<file path="config.mk">
export PLATFORM = sky130hd
export DESIGN_NAME = gpio_irq_port
export DESIGN_NICKNAME = d
export VERILOG_FILES = /design/src/rtl/gpio_port_pkg.sv /design/src/rtl/gpio_pad_sync.sv /design/src/rtl/gpio_wsc_reg.sv /design/src/rtl/gpio_event_det.sv /design/src/rtl/gpio_flag_bank.sv /design/src/rtl/gpio_irq_port.sv
export SDC_FILE = /design/constraint.sdc
export NUM_CORES = 1
export LEC_CHECK = 0
export BUFFER_PORTS_ARGS = -buffer_cell sky130_fd_sc_hd__buf_2
export CAP_MARGIN = 20
export CORE_MARGIN = 2
export CORE_UTILIZATION = 57
export CTS_CLUSTER_SIZE = 28
export DETAILED_ROUTE_END_ITERATION = 8
export HOLD_SLACK_MARGIN = 0.1
export PLACE_DENSITY = 0.84
export SLEW_MARGIN = 15
export SYNTH_ARGS = -nofsm -noshare
export SYNTH_HDL_FRONTEND = slang
export SYNTH_SLANG_ARGS = --single-unit
</file>
<file path="constraint.sdc">
create_clock -name clk -period 1.9 [get_ports clk]
set_input_delay 0.095 -clock clk [delete_from_list [all_inputs] [get_ports clk]]
set_output_delay 0.095 -clock clk [all_outputs]
set_load 0.1 [all_outputs]
</file>
<file path="src/rtl/gpio_port_pkg.sv">
package gpio_port_pkg;

  // byte offsets of the fixed registers
  localparam logic [7:0] OFS_LEVEL  = 8'h00;
  localparam logic [7:0] OFS_SHARED = 8'h14;
  localparam logic [7:0] OFS_FLAG   = 8'h80;
  localparam logic [7:0] OFS_STRIDE = 8'h10;
  localparam logic [7:0] OFS_SET    = 8'h04;
  localparam logic [7:0] OFS_CLR    = 8'h08;

  // configuration groups, base = (index + 1) * OFS_STRIDE
  localparam int unsigned G_DATA     = 0;
  localparam int unsigned G_MASK     = 1;
  localparam int unsigned G_PULL     = 2;
  localparam int unsigned G_FUNC     = 3;
  localparam int unsigned G_SEL      = 4;
  localparam int unsigned G_DIR      = 5;
  localparam int unsigned G_TRIG     = 6;
  localparam int unsigned NUM_GROUPS = 7;

  typedef enum logic [2:0] {
    PM_GPIO = 3'd0,
    PM_IRQ  = 3'd1,
    PM_ALT1 = 3'd2,
    PM_ALT2 = 3'd3,
    PM_ALT3 = 3'd4
  } pin_mode_e;

  function automatic pin_mode_e decode_mode(input logic fn, input logic sel, input logic trg);
    pin_mode_e m;
    if (!fn)      m = sel ? PM_IRQ : PM_GPIO;
    else if (!sel) m = PM_ALT1;
    else          m = trg ? PM_ALT3 : PM_ALT2;
    return m;
  endfunction

endpackage

</file>
<file path="src/rtl/gpio_pad_sync.sv">
module gpio_pad_sync #(
  parameter int unsigned W      = 32,
  parameter int unsigned STAGES = 2
) (
  input  logic         clk,
  input  logic         rst_n,
  input  logic [W-1:0] raw_i,
  output logic [W-1:0] sync_o
);
  logic [W-1:0] stage_q [STAGES];

  always_ff @(posedge clk or negedge rst_n) begin
    if (!rst_n) begin
      for (int s = 0; s < STAGES; s++) stage_q[s] <= '0;
    end else begin
      stage_q[0] <= raw_i;
      for (int s = 1; s < STAGES; s++) stage_q[s] <= stage_q[s-1];
    end
  end

  assign sync_o = stage_q[STAGES-1];
endmodule

</file>
<file path="src/rtl/gpio_wsc_reg.sv">
module gpio_wsc_reg #(
  parameter int unsigned      W       = 32,
  parameter int unsigned      AW      = 8,
  parameter logic [AW-1:0]    BASE    = '0,
  parameter logic [W-1:0]     RST_VAL = '0
) (
  input  logic          clk,
  input  logic          rst_n,
  input  logic          wr_en,
  input  logic [AW-1:0] wr_addr,
  input  logic [W-1:0]  wr_data,
  input  logic [W-1:0]  set_gate,
  output logic [W-1:0]  q
);
  localparam logic [AW-1:0] SET_A = BASE + AW'(4);
  localparam logic [AW-1:0] CLR_A = BASE + AW'(8);

  always_ff @(posedge clk or negedge rst_n) begin
    if (!rst_n) begin
      q <= RST_VAL;
    end else if (wr_en) begin
      if (wr_addr == BASE)       q <= wr_data;
      else if (wr_addr == SET_A) q <= q | (wr_data & set_gate);
      else if (wr_addr == CLR_A) q <= q & ~wr_data;
    end
  end
endmodule

</file>
<file path="src/rtl/gpio_event_det.sv">
module gpio_event_det #(
  parameter int unsigned W = 32
) (
  input  logic         clk,
  input  logic         rst_n,
  input  logic [W-1:0] lvl,
  input  logic [W-1:0] dir,
  input  logic [W-1:0] trig,
  output logic [W-1:0] evt
);
  logic [W-1:0] prev_q;

  always_ff @(posedge clk or negedge rst_n) begin
    if (!rst_n) prev_q <= '0;
    else        prev_q <= lvl;
  end

  for (genvar i = 0; i < W; i++) begin : g_pin
    logic rise, fall, level_hit;
    assign rise      = lvl[i] & ~prev_q[i];
    assign fall      = ~lvl[i] & prev_q[i];
    assign level_hit = ~(lvl[i] ^ dir[i]);
    assign evt[i]    = trig[i] ? (dir[i] ? rise : fall) : level_hit;
  end
endmodule

</file>
<file path="src/rtl/gpio_flag_bank.sv">
module gpio_flag_bank #(
  parameter int unsigned W = 32
) (
  input  logic         clk,
  input  logic         rst_n,
  input  logic [W-1:0] evt,
  input  logic [W-1:0] arm,
  input  logic [W-1:0] clr,
  input  logic [W-1:0] mask,
  output logic [W-1:0] flag_q,
  output logic         irq_o
);
  logic [W-1:0] flag_d;

  always_comb flag_d = ((flag_q & ~clr) | evt) & arm;

  always_ff @(posedge clk or negedge rst_n) begin
    if (!rst_n) begin
      flag_q <= '0;
      irq_o  <= 1'b0;
    end else begin
      flag_q <= flag_d;
      irq_o  <= |(flag_q & ~mask);
    end
  end
endmodule

</file>
<file path="src/rtl/gpio_irq_port.sv">
module gpio_irq_port
  import gpio_port_pkg::*;
#(
  parameter int unsigned PINS   = 32,
  parameter int unsigned ADDR_W = 8
) (
  input  logic              clk,
  input  logic              rst_n,
  input  logic              bus_wr,
  input  logic              bus_rd,
  input  logic [ADDR_W-1:0] bus_addr,
  input  logic [PINS-1:0]   bus_wdata,
  output logic [PINS-1:0]   bus_rdata,
  input  logic [PINS-1:0]   pad_in,
  output logic [PINS-1:0]   pad_out,
  output logic [PINS-1:0]   pad_oe,
  output logic [PINS-1:0]   pad_pull_en,
  output logic [PINS-1:0]   alt1_en,
  output logic [PINS-1:0]   alt2_en,
  output logic [PINS-1:0]   alt3_en,
  output logic              irq_o
);
  localparam logic [ADDR_W-1:0] A_LEVEL  = ADDR_W'(OFS_LEVEL);
  localparam logic [ADDR_W-1:0] A_SHARED = ADDR_W'(OFS_SHARED);
  localparam logic [ADDR_W-1:0] A_FLAG   = ADDR_W'(OFS_FLAG);

  logic [PINS-1:0] cfg_q [NUM_GROUPS];
  logic [PINS-1:0] data_q, mask_q, pull_q, func_q, sel_q, dir_q, trig_q;
  logic [PINS-1:0] lvl_sync, evt, flag_q, flag_clr;
  logic [PINS-1:0] irq_mode, gpio_mode;
  logic [PINS-1:0] rd_val;

  // configuration registers with set/clear aliases
  for (genvar g = 0; g < NUM_GROUPS; g++) begin : g_cfg
    gpio_wsc_reg #(
      .W      (PINS),
      .AW     (ADDR_W),
      .BASE   (ADDR_W'((g + 1) * 16)),
      .RST_VAL((g == G_MASK) ? {PINS{1'b1}} : {PINS{1'b0}})
    ) u_reg (
      .clk     (clk),
      .rst_n   (rst_n),
      .wr_en   (bus_wr),
      .wr_addr (bus_addr),
      .wr_data (bus_wdata),
      .set_gate((g == G_DATA) ? ~irq_mode : {PINS{1'b1}}),
      .q       (cfg_q[g])
    );
  end

  assign data_q = cfg_q[G_DATA];
  assign mask_q = cfg_q[G_MASK];
  assign pull_q = cfg_q[G_PULL];
  assign func_q = cfg_q[G_FUNC];
  assign sel_q  = cfg_q[G_SEL];
  assign dir_q  = cfg_q[G_DIR];
  assign trig_q = cfg_q[G_TRIG];

  // per-pin role decode
  for (genvar i = 0; i < PINS; i++) begin : g_mode
    pin_mode_e mode;
    assign mode         = decode_mode(func_q[i], sel_q[i], trig_q[i]);
    assign gpio_mode[i] = (mode == PM_GPIO);
    assign irq_mode[i]  = (mode == PM_IRQ);
    assign alt1_en[i]   = (mode == PM_ALT1);
    assign alt2_en[i]   = (mode == PM_ALT2);
    assign alt3_en[i]   = (mode == PM_ALT3);
  end

  assign pad_out     = data_q;
  assign pad_oe      = gpio_mode & dir_q;
  assign pad_pull_en = ~pull_q;

  gpio_pad_sync #(.W(PINS), .STAGES(2)) u_sync (
    .clk   (clk),
    .rst_n (rst_n),
    .raw_i (pad_in),
    .sync_o(lvl_sync)
  );

  gpio_event_det #(.W(PINS)) u_det (
    .clk  (clk),
    .rst_n(rst_n),
    .lvl  (lvl_sync),
    .dir  (dir_q),
    .trig (trig_q),
    .evt  (evt)
  );

  assign flag_clr = (bus_wr && bus_addr == A_SHARED) ? (bus_wdata & irq_mode) : '0;

  gpio_flag_bank #(.W(PINS)) u_flags (
    .clk   (clk),
    .rst_n (rst_n),
    .evt   (evt),
    .arm   (irq_mode),
    .clr   (flag_clr),
    .mask  (mask_q),
    .flag_q(flag_q),
    .irq_o (irq_o)
  );

  // read path
  always_comb begin
    rd_val = '0;
    if (bus_addr == A_LEVEL) rd_val = lvl_sync;
    if (bus_addr == A_FLAG)  rd_val = flag_q;
    for (int g = 0; g < NUM_GROUPS; g++) begin
      if (bus_addr == ADDR_W'((g + 1) * 16)) rd_val = cfg_q[g];
    end
  end

  always_ff @(posedge clk or negedge rst_n) begin
    if (!rst_n)      bus_rdata <= '0;
    else if (bus_rd) bus_rdata <= rd_val;
  end
endmodule

</file>
; Word level (Yosys, flattened, before mapping)
; Cells that the tools add are included.
[totals]
regBits = 385
elab_cells = 653
inputBits = 76
out_inout_bits = 225
[op_classes]
bitwise_logic = 218
n_eq_ne = 150
n_mux = 223
n_reduce_logical = 49
[ops]
columns = op, n
row1 = $mux 32, 31
row2 = $and 32x32->32, 13
row3 = $mux 3, 96
row4 = $or 32x32->32, 8
row5 = $eq 3x2->1 const B, 64
row6 = $not 32->32, 5
row7 = $eq 3x1->1 const B, 32
row8 = $eq 3x3->1 const B, 32
row9 = $eq 8x7->1 const B, 12
row10 = $logic_not 3->1, 32
row11 = $mux 1, 96
row12 = $not 1->1, 96
row13 = $and 1x1->1, 64
row14 = $eq 8x6->1 const B, 6
row15 = $reduce_or 32->1, 1
row16 = $xor 1x1->1, 32
row17 = $eq 8x5->1 const B, 3
row18 = $reduce_bool 3->1, 7
row19 = $reduce_and 2->1, 7
row20 = $eq 8x8->1 const B, 1
row21 = $logic_not 8->1, 1
row22 = $logic_and 1x1->1, 1

; Logic depth before layout (Yosys ltp)
[logic_depth]
depth_word = 10
ltp_mapped = 8
mapped_depth_nobuf = 5

; Cells and area by module
; From an unflattened synthesis, not the netlist that was laid out.
[hier_totals]
cells_unflattened = 2619
hier_area_um2 = 23954.2
[modules_own_cells]
columns = module, cells_per_inst, area_each_um2, n_inst, seq_area_each_um2
row1 = gpio_irq_port, 855, 5770.5, 1, 800.8
row2 = gpio_wsc_reg at g_cfg[4].u_reg ..., 187, 1938.1, 2, 800.8
row3 = gpio_wsc_reg at g_cfg[2].u_reg, 219, 1978.1, 1, 800.8
row4 = gpio_wsc_reg at g_cfg[6].u_reg, 199, 1878.1, 1, 800.8
row5 = gpio_wsc_reg at g_cfg[1].u_reg, 185, 1874.3, 1, 840.8
row6 = gpio_pad_sync, 96, 1841.8, 1, 1601.5
row7 = gpio_wsc_reg at g_cfg[0].u_reg, 185, 1834.3, 1, 800.8
row8 = gpio_wsc_reg at g_cfg[3].u_reg, 196, 1821.7, 1, 800.8
row9 = gpio_event_det, 160, 1641.6, 1, 800.8
row10 = gpio_flag_bank, 150, 1437.6, 1, 825.8

; Worst setup path after synthesis
; Ideal clock, no wire load.
[synth_path]
path_kind = reg-to-output
from = reg (tool-made name)
to = out pad_oe[4]
path_slack_ns = -0.853
path_stages_with_launch = 2
t_required_ns = 1.805
t_arrival_ns = 2.658
n_path_buf = 0
cell_sequence = dfrtp_1 -> nor3b_1
[synth_rtl]
columns = item, line
row1 = to (decl), gpio_irq_port.sv:16  ; output logic [PINS-1:0] pad_oe,

==> impl_metrics.toml <==
[synth]
yosys_most_used_dff = "dfrtp_1"
synth_area_leader_cell = "dfrtp_1"
ys_seq_area_share_pct = 50.4
synthesis.area_um2 = 19200
ys.warnings.count = 0
synth_area_leaders = "dfrtp_1, o21ai_0, a22o_1"
syn-num-nets = 2146
synthCells = 2070
syn_avg_cell_area_um2 = 9.28
ys_types = 61
yosys_register_bits = 385
async_flop_share_pct = 100
synth_edf_count = 0
synth_top_area_share_pct = 46.0

[routing]
wl_per_cell_um = 26.6
totalWireLength_um = 78200
routed_via_density = 6.81
drtIter0Drc = 2743
final_antenna_net_count = 0
drc = 0
drtPass1Iterations = 6
wl_met3_um = 10900
highest_layer = "met4"
met2_length_um = 33500
wl_met1_um = 28500
vias = 20000

[cts]
cts_max_path_buffers = 3
cts_num_sinks = 385
cts_tree = "done"
cts_root_buf = "clkbuf_16"
insertion_delay_ps = 550
cts_buffers = 42
h-tree-depth = 2
path_clk_slew_ps = 60

[place]
dp.cells = 2799
gp_congestion = 1.04
port-buffer-count = 300
dpl_cell_area_um2 = 22300
hpwlAfterDp_um = 51400

[cells_and_area]
drive_gt1_share_pct = 25.0
multi_input_area_um2 = 8810
area_growth_pct = 26.4
seqCellArea_um2 = 9670
post-route-util_pct = 72.8
fin_cells = 2940
nets = 2536
num-fill-cells = 2407
fin_area_um2 = 24300

[power]
leakagePower_nw = 10.9
power_density_nw_per_um2 = 933
ir_drop_mv = 0.785

[timing]
slew_headroom_pct = 51.4
min_period_ps = 1860
fin_crit_sh_pct = 98.1
slew_viol_final = 0
setup_tns_ps = 0
max_slew.worst_pin.slew_ps = 726
finalSetupViolCount = 0
finClkSkew_ps = 12.7
fmax_mhz = 537
final_hold_viol_count = 0
rsz0062_at_grt = "no"

[global_routing]
grt_usage_pct = 43.7
grt_pass1_wl_um = 117000
antenna_found_initial = 0
grt_pass1_vias = 19300
grt_max_degree = 65
grt_overflow = 0

[job]
maxCapViolCount = 0

[worst_hold_path]
hold_class = "input pin to asynchronous set/reset pin"

[floorplan]
core_um2 = 33400
initial_utilization_pct = 57.6
die_width_um = 188
pin_count = 301
die_area_um2 = 35200
num_rows = 67
die_y_um = 188

[worst_setup_path]
critPathRequiredTime_ps = 1800
arrival_ps = 1770
crit_path_max_fanout = 7
cp-start-kind = "register"
cp-end-kind = "output pin"
reg2reg_slack_ps = 150
reg2reg_to = "u_flags.irq_o"
reg2reg_depth = 5
critPathKind = "register to output pin"

[run_status]
run_status = "complete, no violations"
metrics by stage:
stage                     setup slack [ps]  hold slack, ps  power (W)
after global routing                  9.97             127     0.0232
final                                 36.9             116     0.0227
after detailed placement              -102             108     0.0143
after CTS                             73.8             103     0.0225
after floorplan                       11.3            -201     0.0129
after global placement               -48.8             106     0.0142
worst max-delay path: stages, from the launching register on:
cell and delay [ps]:
dfrtp_1 570, and3_1 220, buf_2 420
cells in the mapped netlist (all sizes together) (9+ instances only):
| cell | count |
|---|---|
| and3 | 38 |
| clkbuf | 134 |
| a31oi | 52 |
| o21ai | 377 |
| dfstp | 32 |
| mux2 | 16 |
| buf | 36 |
| o31a | 11 |
| dfrtp | 353 |
| o21a | 10 |
| o22ai | 18 |
| a22oi | 36 |
| inv | 66 |
| nor2b | 76 |
| o211ai | 9 |
| or3 | 19 |
| nand3 | 54 |
| nor2 | 152 |
| a21oi | 69 |
| nand2b | 38 |
| nand2 | 123 |
| a22o | 193 |
| a221oi | 9 |
| nor3b | 33 |
| nor3 | 44 |
where the power goes:
| part | switching (W) | total, W | internal (W) | leakage (nW) |
|---|---|---|---|---|
| sequential | 0.000798 | 0.00962 | 0.00883 | 4.92 |
| clock | 0.00345 | 0.00825 | 0.00479 | 0.670 |
| combinational | 0.00359 | 0.00479 | 0.00120 | 5.28 |
layout by cell type (no fill, tap or decap), types with 42 or more instances in the layout:
cell type	count
dfrtp_1	353
nand3_1	54
nand2_1	123
a22o_1	193
buf_4	128
nor3_1	42
a31oi_1	52
clkbuf_16	42
a21oi_1	69
o21ai_0	376
dlygate4sd3_1	65
inv_1	66
nor2b_1	74
buf_2	296
nor2_1	133
how the worst max path moves through the flow:
stage                                       to  slack, ps  depth (start not counted)
after detailed placement  g_cfg[0].u_reg.q[23]       -100                          6
after global placement    g_cfg[0].u_reg.q[23]        -50                          6
final                               alt3_en[5]         40                          2
after CTS                           pad_oe[31]         70                          2
after global routing                 pad_oe[5]         10                          2
after floorplan                     alt1_en[1]         10                          1
final cells by class:
type / count / share of cell area [%]
clock inverter: 11 / 0.531
inverter: 67 / 1.04
sequential: 385 / 39.8
multi-input combinational: 1448 / 36.3
antenna: 1 / 0.0103
clock buffer: 64 / 5.12
tap: 448 / 2.31
timing repair buffer: 516 / 14.9
cell families (layout without fill, tap and decap cells):
kind of cell / Yosys count / in the layout / share of synthesized area (%)
AOI/OAI and AO/OA: 827 / 827 / 27.7
and+or+nand+nor: 598 / 598 / 15.7
DFF: 385 / 385 / 50.4
buffers and inverters: 237 / 658 / 4.90
muxes: 21 / 21 / 1.20
xor gates and xnor gates: 2 / 2 / 0.0912
other: 0 / 1 / 0
routing by layer:
layer,GRT usage (%),vias up
met1,57.4,9535
li1,-,8331
met3,13.0,430
met4,24.4,0
met5,0,-
met2,65.1,1722
timing repair:
| action | CTS | global route |
|---|---|---|
| gates resized for setup | 1 | 1 |
| setup buffers | 0 | 0 |
| hold buffers | 65 | 0 |
| endpoints found under the setup margin | 1 | 1 |
| endpoints found under the hold margin | 615 | 0 |
| gates cloned | 0 | 0 |
Note: power is estimated with default switching activity, not from simulation.
